## src/rtl/srs_pkg.sv

```systemverilog
package srs_pkg;

  // Register selected by the decoded address code
  typedef enum logic [1:0] {
    SEL_NONE = 2'd0,
    SEL_ID   = 2'd1,
    SEL_DATA = 2'd2
  } sel_e;

  // Address code values; the decoder compares against these
  localparam int unsigned CODE_ID   = 0;
  localparam int unsigned CODE_DATA = 1;

endpackage

```

## src/rtl/srs_sync.sv

```systemverilog
// Multi-stage synchroniser for asynchronous inputs, with a reset value
// per bit so that idle levels hold during reset.
module srs_sync #(
  parameter int unsigned         W       = 1,
  parameter int unsigned         STAGES  = 2,
  parameter logic [W-1:0]        RST_VAL = '0
) (
  input  logic         clk,
  input  logic         rst,
  input  logic [W-1:0] d,
  output logic [W-1:0] q
);

  logic [W-1:0] stg [STAGES];

  always_ff @(posedge clk) begin
    if (rst) begin
      for (int s = 0; s < STAGES; s++) stg[s] <= RST_VAL;
    end else begin
      stg[0] <= d;
      for (int s = 1; s < STAGES; s++) stg[s] <= stg[s-1];
    end
  end

  assign q = stg[STAGES-1];

endmodule

```

## src/rtl/srs_addr_shift.sv

```systemverilog
// Address handler: a shift register that takes one bit per enable pulse,
// MSB first, and clears when asked.
module srs_addr_shift #(
  parameter int unsigned ADDR_W = 16
) (
  input  logic              clk,
  input  logic              rst,
  input  logic              clr,
  input  logic              shift_en,
  input  logic              bit_in,
  output logic [ADDR_W-1:0] addr
);

  always_ff @(posedge clk) begin
    if (rst || clr) begin
      addr <= '0;
    end else if (shift_en) begin
      addr <= {addr[ADDR_W-2:0], bit_in};
    end
  end

endmodule

```

## src/rtl/srs_out_shift.sv

```systemverilog
// Parallel-load, serial-out register with a sent-bit counter.
// Priority: clear, then load, then shift.
module srs_out_shift #(
  parameter int unsigned W     = 32,
  parameter int unsigned CNT_W = $clog2(W + 1)
) (
  input  logic             clk,
  input  logic             rst,
  input  logic             clr,
  input  logic             load,
  input  logic             shift,
  input  logic [W-1:0]     load_val,
  output logic             ser_out,
  output logic [CNT_W-1:0] sent
);

  localparam logic [CNT_W-1:0] LAST = CNT_W'(W);

  logic [W-1:0] sr;

  always_ff @(posedge clk) begin
    if (rst || clr) begin
      sr      <= '0;
      ser_out <= 1'b0;
      sent    <= '0;
    end else if (load) begin
      ser_out <= load_val[W-1];
      sr      <= {load_val[W-2:0], 1'b0};
      sent    <= CNT_W'(1);
    end else if (shift) begin
      if (sent != LAST) begin
        ser_out <= sr[W-1];
        sr      <= {sr[W-2:0], 1'b0};
        sent    <= sent + CNT_W'(1);
      end else begin
        ser_out <= 1'b0;
      end
    end
  end

endmodule

```

## src/rtl/srs_slave.sv

```systemverilog
// Addressed serial register read slave: address phase, capture on the
// phase line falling, register phase with shift-out on the falling
// serial clock. All serial wires are oversampled in the system clock.
module srs_slave
  import srs_pkg::*;
#(
  parameter int unsigned ADDR_W      = 16,
  parameter int unsigned BANKS       = 8,
  parameter int unsigned CH_PER_BANK = 4,
  parameter int unsigned SYNC_STAGES = 2,
  parameter logic [BANKS*CH_PER_BANK-1:0] ID_VALUE = 32'hA5C3_0E21
) (
  input  logic                         clk,
  input  logic                         rst,
  input  logic                         ss_n,
  input  logic                         addr_phase,
  input  logic                         ser_clk,
  input  logic                         mosi,
  input  logic [BANKS*CH_PER_BANK-1:0] chan_in,
  output logic                         miso
);

  localparam int unsigned DATA_W = BANKS * CH_PER_BANK;
  localparam int unsigned CNT_W  = $clog2(DATA_W + 1);
  localparam int unsigned CTL_W  = 4;
  // idle levels: select high, phase high, clock low, data low
  localparam logic [CTL_W-1:0] CTL_IDLE = 4'b1100;

  // ---------------- control synchronisation ----------------
  logic [CTL_W-1:0] ctl_s;
  logic             ss_s, phase_s, sclk_s, mosi_s;
  logic             ss_prev, phase_prev, sclk_prev;

  srs_sync #(
    .W       (CTL_W),
    .STAGES  (SYNC_STAGES),
    .RST_VAL (CTL_IDLE)
  ) u_ctl_sync (
    .clk (clk),
    .rst (rst),
    .d   ({ss_n, addr_phase, ser_clk, mosi}),
    .q   (ctl_s)
  );

  assign {ss_s, phase_s, sclk_s, mosi_s} = ctl_s;

  always_ff @(posedge clk) begin
    if (rst) begin
      ss_prev    <= CTL_IDLE[3];
      phase_prev <= CTL_IDLE[2];
      sclk_prev  <= CTL_IDLE[1];
    end else begin
      ss_prev    <= ss_s;
      phase_prev <= phase_s;
      sclk_prev  <= sclk_s;
    end
  end

  // ---------------- edge events ----------------
  logic ss_act, ss_rise, sclk_rise, sclk_fall, cap_ev;
  logic addr_shift_en, out_shift_en;

  assign ss_act        = ~ss_s;
  assign ss_rise       = ss_s & ~ss_prev;
  assign sclk_rise     = sclk_s & ~sclk_prev;
  assign sclk_fall     = ~sclk_s & sclk_prev;
  assign cap_ev        = ss_act & phase_prev & ~phase_s;
  assign addr_shift_en = ss_act & phase_s & sclk_rise;
  assign out_shift_en  = ss_act & ~phase_s & sclk_fall;

  // ---------------- channel input synchronisation, per bank ----------------
  logic [DATA_W-1:0] chan_s;

  for (genvar b = 0; b < BANKS; b++) begin : g_bank
    srs_sync #(
      .W       (CH_PER_BANK),
      .STAGES  (SYNC_STAGES),
      .RST_VAL ('0)
    ) u_bank_sync (
      .clk (clk),
      .rst (rst),
      .d   (chan_in[b*CH_PER_BANK +: CH_PER_BANK]),
      .q   (chan_s[b*CH_PER_BANK +: CH_PER_BANK])
    );
  end

  // ---------------- address handler ----------------
  logic [ADDR_W-1:0] addr;

  srs_addr_shift #(
    .ADDR_W (ADDR_W)
  ) u_addr (
    .clk      (clk),
    .rst      (rst),
    .clr      (ss_rise),
    .shift_en (addr_shift_en),
    .bit_in   (mosi_s),
    .addr     (addr)
  );

  // ---------------- register select ----------------
  sel_e              sel;
  logic [DATA_W-1:0] sel_val;

  always_comb begin
    if (addr == ADDR_W'(CODE_ID))        sel = SEL_ID;
    else if (addr == ADDR_W'(CODE_DATA)) sel = SEL_DATA;
    else                                 sel = SEL_NONE;
  end

  always_comb begin
    unique case (sel)
      SEL_ID:   sel_val = ID_VALUE;
      SEL_DATA: sel_val = chan_s;
      default:  sel_val = '0;
    endcase
  end

  // ---------------- shift-out ----------------
  logic [CNT_W-1:0] sent_cnt;
  logic             ser_bit;

  srs_out_shift #(
    .W     (DATA_W),
    .CNT_W (CNT_W)
  ) u_out (
    .clk      (clk),
    .rst      (rst),
    .clr      (ss_s),
    .load     (cap_ev),
    .shift    (out_shift_en),
    .load_val (sel_val),
    .ser_out  (ser_bit),
    .sent     (sent_cnt)
  );

  assign miso = ser_bit;

endmodule

```

## config.mk

```make
export PLATFORM = sky130hd
export DESIGN_NAME = srs_slave
export DESIGN_NICKNAME = d
export VERILOG_FILES = /design/src/rtl/srs_pkg.sv /design/src/rtl/srs_sync.sv /design/src/rtl/srs_addr_shift.sv /design/src/rtl/srs_out_shift.sv /design/src/rtl/srs_slave.sv
export SDC_FILE = /design/constraint.sdc
export NUM_CORES = 1
export LEC_CHECK = 0
export ABC_AREA = 1
export BUFFER_PORTS_ARGS = -buffer_cell sky130_fd_sc_hd__buf_2
export CORE_ASPECT_RATIO = 1.1
export CORE_MARGIN = 3
export CORE_UTILIZATION = 40
export DETAILED_ROUTE_END_ITERATION = 8
export SYNTH_ARGS = -nofsm -noshare
export SYNTH_HDL_FRONTEND = slang
export SYNTH_SLANG_ARGS = --single-unit
```

## constraint.sdc

```tcl
create_clock -name clk -period 1.6 [get_ports clk]
set_input_delay 0.08 -clock clk [delete_from_list [all_inputs] [get_ports clk]]
set_output_delay 0.08 -clock clk [all_outputs]
set_load 0.02 [all_outputs]
```

==> flow_summary.toml <==
[synth]
synth_area_mm2 = 0.00493
synthesis.nets = 680
synth_top_area_share_pct = 52.4
synth_area_per_cell_um2 = 7.70
yosysWarnings = 0
synth_top_cells_by_area = "dfxtp_1 52%, inv_1 9.8%, nor2_1 9.0%"
synth_commonest_cells = "129 x dfxtp_1, 129 x inv_1, 118 x nor2_1, 53 x nand3_1, 48 x o21ai_0"
synthCells = 640
synth_ff_type = "dfxtp_1"
postSynth.asyncResetShare_pct = 0
ys_seq_area_share_pct = 52.4
synth_area_leader_cell = "dfxtp_1"
synth_seq_cells = 129
synth_edf_count = 0
yosysUniqueCellTypes = 30

[sta]
setup_violations = 0
hold_viol = 0
finClkSkew_ns = 0.00949
worstMarginPinSlew_ns = 0.565
fin_ws_ns = 0.0641
slew_viol_final = 0
fmax_mhz = 651
slew_headroom_pct = 62.3
period_share_pct = 96.0
min_period_ns = 1.54
rsz0062_at_grt = "true"
tns_ns = 0

[route]
drt_iter0_drc = 217
drt_wl_total_um = 9310
dr_total_vias = 3926
wire_per_inst_um = 10.6
drt_drc_violations_left = 0
viasPerCell = 4.47
drtAntennaViolNets = 0
dr.pass1.iters = 4

[worst_setup_path]
r2r_slack_ns = 0.06
worst_ep_required_time_ns = 1.93
crit_arrival_ns = 1.87
cp-end-kind = "flop"
r2r.worst_path.cells = 9
start_kind = "flop"
critPathMaxFanout = 9
crit_type = "reg -> reg"

[global_routing]
busiest_layer = "met2"
grt_pass1_wl_um = 16300
grt_max_degree = 63
gr-total-overflow = 0
grtUsageMet1_pct = 16.6
grt_pass1_vias = 3798
met3_usage_pct = 3.60
grt_use_total_pct = 14.7
grt_use_met2_pct = 25.7
antenna_found_initial = 0

[pwr]
p_leak_nw = 2.91
vdd_drop_max_v = 0.000902
powerDensity_mw_per_mm2 = 1200
finalPower_mw = 7.50

[final_layout]
multiInputGateArea_mm2 = 0.00169
fin_area_mm2 = 0.00625
regArea_mm2 = 0.00258
area_delta_synth_final_pct = 26.7
drive_above_1_share_pct = 15.2
final_cells = 879
layout.nets = 756
diodes = 0
nFillCells = 1053

[place]
routabilityCongestion = 0.827
pre_cts_ws_ns = 0.0822
dpl-instance-area_mm2 = 0.00525
place_inst = 809
dp_hpwl_um = 5910
port-buffer-count = 38

[die]
start_util_pct = 42.0
rows = 41
fp.dieArea_mm2 = 0.0137
die_x_um = 112
pin_count = 39
die_y_um = 122
design.core.area_mm2 = 0.0117

[clock_tree]
cts.reportedPaths.clkPinSlew_ns = 0.05
insertion_delay_ns = 0.40
cts-root-buf = "clkbuf_16"
cts_buffer_depth = 2
tritoncts = "yes"
numCtsBuffers = 17
cts_setup_buffers = 0
clkSinkCount = 129
cts_max_level = 4

[min_path]
worst_hold_path.num_cells = 3
hold_path.class = "in -> reg"

[outcome]
status = "complete, no violations"

[run]
maxCapViolations = 0
## power by group
part	switching (mW)	total, mW	internal, mW
clock	1.35	3.84	2.49
combinational	0.163	0.323	0.159
sequential	0.0264	3.33	3.31
total	1.54	7.50	5.95
## layer usage
metal  routed length (um)  vias to the layer above
met4                  194                        0
li1                     -                     2096
met5                    0                        -
met1                 4280                     1748
met3                  329                       14
met2                 4510                       68
## layout make-up
cell class	instances	area share, %
repair buffers	89	11.1
clock inverters	13	2.56
inverters	132	7.93
clock buffers	19	7.09
well taps	150	3.00
multi-input cells	347	27.0
flip-flops and latches	129	41.3
## kinds of logic (layout without fill, tap and decap cells)
family                   after synthesis  count (layout)  share of synthesized area [%]
AND/OR/NAND/NOR                      248             248                           23.4
buffers and inverters                164             253                           13.6
XOR/XNOR                               2               2                          0.355
adder cells (fa/ha/maj)                2               2                          0.508
AO/OA/AOI/OAI                         95              95                           9.77
flip-flops                           129             129                           52.4
## worst max-delay path: stages (launching register included)
cell	delay, ns
dfxtp_1	0.33
inv_1	0.06
ha_1	0.14
nand3_1	0.12
o21ai_4	0.23
buf_4	0.21
nor2_1	0.05
nor2_1	0.09
o21ai_0	0.10
nor2_1	0.13
## cells in the final DEF (no fill, tap or decap), types with 5 or more instances in the layout
| cell | instances |
|---|---|
| or2_2 | 13 |
| nand2_1 | 36 |
| o21ai_1 | 17 |
| buf_4 | 11 |
| a21oi_1 | 34 |
| or2_0 | 6 |
| clkinvlp_4 | 5 |
| clkbuf_16 | 17 |
| dlygate4sd3_1 | 38 |
| buf_2 | 38 |
| dfxtp_1 | 129 |
| o21ai_0 | 42 |
| nand3b_1 | 7 |
| nor2_1 | 118 |
| nand3_1 | 53 |
| inv_1 | 129 |
## repair_timing
action	4_1_cts	5_1_grt
gates resized for setup	0	8
setup endpoints to repair	0	20
hold endpoints to repair	39	0
hold buffers	38	0
## worst paths after layout
kind / from / end
hold / removal: ss_n / u_ctl_sync.stg[0][3]
setup reg to reg: u_out.sent[1] / u_out.sr[28]
setup / recovery: u_out.sent[1] / u_out.sr[28]
hold reg to reg: g_bank[6].u_bank_sync.stg[0][0] / g_bank[6].u_bank_sync.stg[0][4]
## stage by stage
stage | hold WS [ns] | util, %
CTS | 0.379 | 53.1
detailed placement | 0.270 | 44.7
global placement | 0.265 | 44.7
floorplan | 0.184 | -
finish | 0.394 | 53.2
global route | 0.397 | 53.2
## registers in the layout, summed over array words and instances, names as in the netlist
signal / flops
u_out.sr: 31
u_ctl_sync.stg: 8
u_addr.addr: 16
g_bank.u_bank_sync.stg: 64
phase_prev: 1
ss_prev: 1
u_out.sent: 6
u_out.ser_out: 1
sclk_prev: 1
Power figures use the tool's default switching activity.
